### config.mk
export PLATFORM = sky130hd
export DESIGN_NAME = calc_datapath
export DESIGN_NICKNAME = d
export VERILOG_FILES = /design/src/rtl/calc_pkg.sv /design/src/rtl/calc_src_mux.sv /design/src/rtl/calc_alu.sv /design/src/rtl/calc_reg.sv /design/src/rtl/calc_datapath.sv
export SDC_FILE = /design/constraint.sdc
export NUM_CORES = 1
export LEC_CHECK = 0
export BUFFER_PORTS_ARGS = -buffer_cell sky130_fd_sc_hd__buf_2
export CAP_MARGIN = 20
export CELL_PAD_IN_SITES_DETAIL_PLACEMENT = 1
export CELL_PAD_IN_SITES_GLOBAL_PLACEMENT = 2
export CORE_MARGIN = 2
export CORE_UTILIZATION = 32
export DETAILED_ROUTE_END_ITERATION = 12
export PLACE_DENSITY = 0.81
export SLEW_MARGIN = 20
export SYNTH_ARGS = -nofsm -noshare
export SYNTH_HDL_FRONTEND = slang
export SYNTH_SLANG_ARGS = --single-unit
export TNS_END_PERCENT = 100
### constraint.sdc
create_clock -name clk -period 3.3 [get_ports clk]
set_input_delay 0.66 -clock clk [delete_from_list [all_inputs] [get_ports clk]]
set_output_delay 0.66 -clock clk [all_outputs]
set_load 0.02 [all_outputs]
### src/rtl/calc_pkg.sv
package calc_pkg;

    localparam int unsigned DATA_W = 4;

    typedef enum logic [2:0] {
        SRC_DIN     = 3'b000,
        SRC_DIN_INV = 3'b001,
        SRC_B       = 3'b010,
        SRC_B_INV   = 3'b011,
        SRC_A_ASR   = 3'b100,
        SRC_A_LSR   = 3'b101,
        SRC_A_LSL   = 3'b110,
        SRC_A       = 3'b111
    } src_sel_e;

    typedef enum logic [2:0] {
        OP_ADD   = 3'b000,
        OP_SUB   = 3'b001,
        OP_INC   = 3'b010,
        OP_PASSY = 3'b011,
        OP_OR    = 3'b100,
        OP_AND   = 3'b101,
        OP_XOR   = 3'b110,
        OP_PASSX = 3'b111
    } alu_op_e;

endpackage

### src/rtl/calc_src_mux.sv
module calc_src_mux
    import calc_pkg::*;
#(
    parameter int unsigned W = DATA_W
) (
    input  src_sel_e       sel,
    input  logic [W-1:0]   din,
    input  logic [W-1:0]   reg_a,
    input  logic [W-1:0]   reg_b,
    output logic [W-1:0]   mux_q
);

    localparam int unsigned MSB = W - 1;

    logic [W-1:0] a_asr;
    logic [W-1:0] a_lsr;
    logic [W-1:0] a_lsl;

    // Single-place shifts of A, built generically over the width.
    assign a_asr = {reg_a[MSB], reg_a[MSB:1]};
    assign a_lsr = {1'b0, reg_a[MSB:1]};
    assign a_lsl = {reg_a[MSB-1:0], 1'b0};

    always_comb begin
        unique case (sel)
            SRC_DIN:     mux_q = din;
            SRC_DIN_INV: mux_q = ~din;
            SRC_B:       mux_q = reg_b;
            SRC_B_INV:   mux_q = ~reg_b;
            SRC_A_ASR:   mux_q = a_asr;
            SRC_A_LSR:   mux_q = a_lsr;
            SRC_A_LSL:   mux_q = a_lsl;
            SRC_A:       mux_q = reg_a;
            default:     mux_q = '0;
        endcase
    end

endmodule

### src/rtl/calc_alu.sv
module calc_alu
    import calc_pkg::*;
#(
    parameter int unsigned W = DATA_W
) (
    input  alu_op_e        op,
    input  logic [W-1:0]   x,
    input  logic [W-1:0]   y,
    input  logic           cin,
    output logic [W-1:0]   res,
    output logic           cout
);

    localparam int unsigned SW = W + 1;

    logic [SW-1:0] sum;
    logic [W-1:0]  addend;
    logic          is_arith;

    // One shared adder; opcode chooses the second addend.
    always_comb begin
        unique case (op)
            OP_ADD:  addend = y;
            OP_SUB:  addend = ~y;
            default: addend = '0;
        endcase
        sum = {1'b0, x} + {1'b0, addend} + SW'(cin);
    end

    always_comb begin
        is_arith = 1'b0;
        unique case (op)
            OP_ADD, OP_SUB, OP_INC: begin
                res      = sum[W-1:0];
                is_arith = 1'b1;
            end
            OP_PASSY: res = y;
            OP_OR:    res = x | y;
            OP_AND:   res = x & y;
            OP_XOR:   res = x ^ y;
            OP_PASSX: res = x;
            default:  res = '0;
        endcase
        cout = is_arith & sum[W];
    end

endmodule

### src/rtl/calc_reg.sv
module calc_reg #(
    parameter int unsigned W = 4
) (
    input  logic           clk,
    input  logic           srst,
    input  logic           load,
    input  logic [W-1:0]   d,
    output logic [W-1:0]   q
);

    // Two transitions only: LOAD or HOLD; reset overrides both.
    always_ff @(posedge clk) begin
        if (srst) begin
            q <= '0;
        end else if (load) begin
            q <= d;
        end
    end

endmodule

### src/rtl/calc_datapath.sv
module calc_datapath
    import calc_pkg::*;
#(
    parameter int unsigned W = DATA_W
) (
    input  logic           clk,
    input  logic           srst,
    input  logic [W-1:0]   din,
    input  logic [2:0]     src_sel,
    input  logic           ld_a,
    input  logic [2:0]     alu_op,
    input  logic           cin,
    input  logic           ld_b,
    output logic [W-1:0]   dout,
    output logic           cout
);

    logic [W-1:0] ra_q;
    logic [W-1:0] rb_q;
    logic [W-1:0] mux_q;
    logic [W-1:0] alu_res;

    calc_src_mux #(.W(W)) u_mux (
        .sel   (src_sel_e'(src_sel)),
        .din   (din),
        .reg_a (ra_q),
        .reg_b (rb_q),
        .mux_q (mux_q)
    );

    calc_reg #(.W(W)) u_reg_a (
        .clk  (clk),
        .srst (srst),
        .load (ld_a),
        .d    (mux_q),
        .q    (ra_q)
    );


    reset_clear_chk: assert property (@(posedge clk)
        $past(srst) |-> (ra_q == '0 && rb_q == '0));


    ra_load_chk: assert property (@(posedge clk) disable iff (srst)
        ($past(ld_a) && !$past(srst)) |-> (ra_q == $past(mux_q)));


    ra_hold_chk: assert property (@(posedge clk) disable iff (srst)
        (!$past(ld_a) && !$past(srst)) |-> $stable(ra_q));

    calc_alu #(.W(W)) u_alu (
        .op   (alu_op_e'(alu_op)),
        .x    (ra_q),
        .y    (rb_q),
        .cin  (cin),
        .res  (alu_res),
        .cout (cout)
    );


    logic_cout_chk: assert property (@(posedge clk) disable iff (srst)
        (alu_op >= 3'd3) |-> !cout);

    calc_reg #(.W(W)) u_reg_b (
        .clk  (clk),
        .srst (srst),
        .load (ld_b),
        .d    (alu_res),
        .q    (rb_q)
    );

    assign dout = rb_q;


    rb_load_chk: assert property (@(posedge clk) disable iff (srst)
        ($past(ld_b) && !$past(srst)) |-> (dout == $past(alu_res)));


    rb_hold_chk: assert property (@(posedge clk) disable iff (srst)
        (!$past(ld_b) && !$past(srst)) |-> $stable(dout));

endmodule

==> results of run 1 <==
-- routing by layer --
metal / GRT usage [%] / vias to the layer above / wire length, um
li1: - / 464 / -
met1: 19.5 / 444 / 1120
met2: 26.4 / 12 / 1180
met3: 4.55 / 0 / 73
met4: 0.952 / 0 / 0
met5: 0 / - / 0
-- sequential cells by signal, summed over array words and instances, names as in the netlist --
name and cells:
u_reg_a.q 4, u_reg_b.q 4
-- final timing paths --
path	from	endpoint	slack, ns	cells after the start
max	alu_op[0]	cout	0.24	10
min	u_reg_a.q[0]	u_reg_a.q[0]	0.53	2
max reg2reg	u_reg_b.q[0]	u_reg_b.q[1]	1.13	9
min reg2reg	u_reg_a.q[0]	u_reg_a.q[0]	0.53	2
-- critical path, cell delays in order --
cell     delay [ns]
buf_2          0.11
xnor2_1        0.11
or3_1          0.32
fa_1           0.39
inv_1          0.08
fa_1           0.20
a21o_1         0.12
a21oi_1        0.06
nor3b_1        0.16
buf_2          0.19
-- Yosys cell counts, types with 2 or more instances --
master / count
inv_1: 17
a21oi_1: 12
ha_1: 11
dfxtp_1: 8
xnor2_1: 8
nor2_1: 6
o21ai_0: 6
nand2_1: 5
buf_2: 3
nand2b_1: 3
nor3_1: 3
a311oi_1: 2
a31oi_1: 2
fa_1: 2
mux2i_1: 2
mux4_1: 2
mux4_2: 2
nand3_1: 2
o211ai_1: 2
xor2_1: 2
-- cell families (layout without fill, tap and decap cells) --
logic type | Yosys count | in the layout | synth area share (%)
flip-flops | 8 | 8 | 15.9
adder cells (fa/ha/maj) | 13 | 13 | 17.7
XOR/XNOR | 10 | 10 | 8.71
buffers and inverters | 25 | 41 | 11.8
AO/OA/AOI/OAI | 35 | 35 | 23.0
AND/OR/NAND/NOR | 23 | 23 | 11.2
multiplexers | 6 | 6 | 11.7
-- final cells by class --
type	count	area, sq um	share of cell area (%)
multi-input cells	87	727	63.8
flip-flops and latches	8	160	14.1
repair buffers	21	110	9.67
inverters	17	63.8	5.60
well taps	44	55.1	4.84
clock buffers	3	22.5	1.98
-- where the power goes --
group / internal (W) / switching, W / total, W
clock: 0.0000414 / 0.0000307 / 0.0000722
combinational: 0.0000610 / 0.0000685 / 0.000129
sequential: 0.000105 / 0.0000142 / 0.000119
total: 0.000207 / 0.000113 / 0.000321
-- per-stage QoR --
stage	hold WS [ns]	total power, W
6_report	0.531	0.000321
5_1_grt	0.570	0.000352
4_1_cts	0.527	0.000327
3_5_place_dp	0.516	0.000252
3_3_place_gp	0.504	0.000246
2_1_floorplan	0.475	0.000216
-- cell usage in the layout (no fill, tap or decap), drive strengths merged, types with 2 or more instances in the layout --
cell type  Yosys  routed
nand2b         3       3
o21ai          7       7
clkbuf         2       3
ha            11      11
nor2           6       6
fa             2       2
xor2           2       2
buf            6      21
nand3          2       2
a21oi         12      12
o211ai         2       2
dfxtp          8       8
mux2i          2       2
a31oi          2       2
nand2          5       5
xnor2          8       8
mux4           4       4
a211oi         2       2
nor3           3       3
inv           17      17
a311oi         2       2
==> out/results.ini, run 1 <==
[cells_and_area]
fin_nets=166
final_cells=180
antennaDiodeCount=0
nFillCells=392
utilization_pct=37.6
area_growth_pct=13.2
final_area_sq_mm=0.00114
drive_gt1_share_pct=20.6

[detailed_routing]
drtIter0Drc=9
wl_per_cell_um=13.2
dr.pass1.iters=4
drt-total-wl_mm=2.37
vias=920
via_per_inst=5.11
drtAntennaViolNets=0
drc=0

[timing]
fin_crit_sh_pct=92.6
setup_viol=0
fin_skew_ns=0.00382
rsz0062_at_grt=false
setup_ws_ns=0.244
max-slew-margin-rel_pct=77.0
slew_viol_final=0
min_period_ns=3.06
hold_viol=0
tns_ns=0
tightest_slew_ns=0.343
max_freq_ghz=0.327

[power]
p_leak_nw=0.533
powerDensity_mw_per_mm2=282
vdd_drop_max_uv=119

[critical_path]
path_max_fanout=2
startpoint_type=input port
crit_path_end_kind=output port
cp.required_ns=2.64
worst_ep_arrival_time_ns=2.40
path_class=input port to output port

[synth]
synth-edff-count=0
avgSynthCellArea_sq_um=8.38
netlist_area_sq_mm=0.00101
ys_async_sr_fraction_pct=0
ys_seq_area_share_pct=15.9
synth_flop_cell=dfxtp_1
synth_seq_cells=8
mappedNetlistNets=148
synth.top_cell.area_share_pct=15.9
synth-warning-count=0
synth.largest_area_cell=dfxtp_1
synth.area.top_cells=dfxtp_1 (16%), ha_1 (14%), xnor2_1 (7.0%), inv_1 (6.3%), a21oi_1 (6.0%)
synth_cells=120
synth_cell_types=40

[floorplan]
fp.coreArea_sq_mm=0.00303
io_pins=20
rows=20
chipHeight_um=60.1
die_area_sq_mm=0.00361
start_util_pct=33.2
die_x_um=60.1

[place]
portBuffers=19
post-dp-hpwl_mm=1.95
placed_cell_area_sq_mm=0.00112
dp_cells=177
dp_slack_ns=0.235
gp_congestion=0.859

[clocking]
post_cts_resized=0
root_buffer=clkbuf_4
htree_levels=1
cts_max_path_buffers=2
postCtsSetupBuffers=0
postCtsHoldBufs=0
clk_pin_slew_ns=0.05
clk_latency_ns=0.25
tritoncts=built
cts_sinks=8
cts_buffers=3

[global_routing]
overflow=0
grtUsageTotal_pct=15.2
grt_start_max_net_pins=17
antenna_found_initial=0
grt_pass1_wl_mm=4.11
first_global_vias=873

[outcome]
status=complete, no violations

[hold_path]
min_path_type=register to register

[flow_run]
cap_violations=0

Note: power is estimated with default switching activity, not from simulation.
==> run 2: changes to the inputs <==
BUFFER_PORTS_ARGS = default   (was -buffer_cell sky130_fd_sc_hd__buf_2)
CORE_UTILIZATION = 37   (was 32)
DONT_BUFFER_PORTS = 1   (was default)
SYNTH_HIERARCHICAL = 1   (was default)
==> out/results.ini, run 2 <==
[outcome]
status=complete, no violations

[timing]
slew_viol_final=0
max_freq_ghz=0.336
fin_crit_sh_pct=90.2
tns_ns=0
hold_viol=0
setup_ws_ns=0.324
setup_viol=0
fin_skew_ns=0.00417
rsz0062_at_grt=false
max-slew-margin-rel_pct=69.0
tightest_slew_ns=0.464
min_period_ns=2.98

[critical_path]
cp_slowest_cell=dfxtp_1
worst_path_largest_cell_delay_ns=0.60
cp_cell_sequence=xnor2_1, nor3_1, fa_1, inv_1, fa_1, nor2b_1, o21a_1, o21a_1
r2r-end=u_reg_b/q[1]
crit_path_end_kind=output port
path_max_fanout=9
r2r_cells=10
path_delay_family=adder cells
rr_startpoint=u_reg_b/q[0]
reg2reg_slack_ns=0.98
path_class=register to output port
startpoint_type=register
worst_ep_arrival_time_ns=2.32
cp.required_ns=2.64
crit_buf_inv=1

[hold_path]
holdPathEnd=u_reg_a/q[1]
worstHoldPathCells=1
min_path_type=input port to register
min_from=srst

[detailed_routing]
dr.pass1.iters=3
wl_per_cell_um=15.1
drtAntennaViolNets=0
drt-total-wl_mm=2.47
drtIter0Drc=26
vias=912
drc=0
via_per_inst=5.56

[clocking]
clk_pin_slew_ns=0.05
postCtsHoldBufs=0
cts_sinks=8
cts_max_path_buffers=2
post_cts_resized=0
root_buffer=clkbuf_4
postCtsSetupBuffers=0
cts_buffers=3
htree_levels=1
clk_latency_ns=0.26
tritoncts=built

[floorplan]
die_area_sq_mm=0.00350
fp.coreArea_sq_mm=0.00298
die_x_um=59.1
io_pins=20
rows=20
start_util_pct=37.8
chipHeight_um=59.1

[synth]
synth_seq_cells=8
ys_seq_area_share_pct=14.2
synth.area.top_cells=dfxtp_1 (14%), mux2i_1 (14%), ha_1 (12%), xnor2_1 (5.5%), a21oi_1 (4.4%)
synth.largest_area_cell=dfxtp_1
avgSynthCellArea_sq_um=8.21
synth-warning-count=6
ys_async_sr_fraction_pct=0
synth.top_cell.area_share_pct=14.2
synth_cell_types=40
synth-edff-count=0
synth_cells=137
synth.most_common_cell=mux2i_1
mappedNetlistNets=165
synth_flop_cell=dfxtp_1
synth_commonest_cells=mux2i_1 (16), inv_1 (13), nor2_1 (12)
netlist_area_sq_mm=0.00112

[power]
p_leak_nw=0.493
powerDensity_mw_per_mm2=278
vdd_drop_max_uv=234

[global_routing]
grt_start_max_net_pins=20
grtUsageTotal_pct=15.9
grt_pass1_wl_mm=4.22
overflow=0
antenna_found_initial=0
first_global_vias=895

[cells_and_area]
final_common_cell=mux2i_1
fin_nets=161
nFillCells=369
largestRegisters=u_reg_a/q: 4 flops, u_reg_b/q: 4 flops
antennaDiodeCount=0
area_growth_pct=-0.556
utilization_pct=37.6
final_cell_mix=mux2i_1 (16), inv_1 (13), nor2_1 (12)
drive_gt1_share_pct=9.16

[place]
portBuffers=0
dp_slack_ns=0.527
gp_congestion=0.736
post-dp-hpwl_mm=1.94

[flow_run]
cap_violations=0

-- run 2: cell types whose count changed after synthesis, sizes merged, moves of 3 or more --
cell,change
a2bb2oi,+3
mux4,-3
mux2i,+14
inv,-3
nor2,+7
mux2,+3
-- run 2: layout make-up --
cell class | instances | area, sq um | share of cell area [%]
Clock buffer | 3 | 22.5 | 2.01
Tap cell | 33 | 41.3 | 3.69
Inverter | 14 | 52.6 | 4.70
Sequential cell | 8 | 160 | 14.3
Timing Repair Buffer | 2 | 15.0 | 1.34
Multi-Input combinational cell | 104 | 827 | 73.9
-- run 2: through the flow --
stage          cells  area (sq um)  hold slack [ns]  total power, W
2_1_floorplan    137          1120            0.559        0.000235
3_3_place_gp     161          1100            0.621        0.000232
3_5_place_dp     161          1100            0.635        0.000240
4_1_cts          164          1120            0.462        0.000315
5_1_grt          164          1120            0.448        0.000339
6_report         164          1120            0.468        0.000311
-- run 2: how the worst max path moves through the flow --
stage | startpoint | end | slack (ns) | cells after the start
global route | u_reg_b/q[0] | cout | 0.06 | 8
finish | u_reg_b/q[0] | cout | 0.32 | 8
global placement | alu_op[0] | cout | 0.57 | 8
floorplan | alu_op[0] | cout | 0.33 | 10
CTS | u_reg_b/q[0] | cout | 0.29 | 8
detailed placement | alu_op[0] | cout | 0.53 | 8
-- run 2: where the power goes --
group / leakage (nW) / internal (W) / total [W] / switching (W)
sequential: 0.0657 / 0.000105 / 0.000122 / 0.0000170
clock: 0.0138 / 0.0000416 / 0.0000752 / 0.0000335
combinational: 0.414 / 0.0000621 / 0.000114 / 0.0000515
total: 0.493 / 0.000208 / 0.000311 / 0.000102
-- run 2: cell families (layout without fill, tap and decap cells) --
family                     Yosys count  in the layout  synth area share, %
AOI/OAI and AO/OA                   29             29                 16.9
muxes                               20             20                 19.2
adders and majority gates           13             13                 15.8
and+or+nand+nor                     32             32                 13.8
DFF                                  8              8                 14.2
buffers and inverters               25             19                 12.2
xor gates and xnor gates            10             10                 7.79
-- run 2: layer usage --
layer  vias up  GRT usage [%]  wire length [um]
met5         -              0                 0
met1       436           19.1              1130
met2        14           26.8              1210
met3         3           6.33               118
li1        459              -                 -
met4         0           2.92                 8
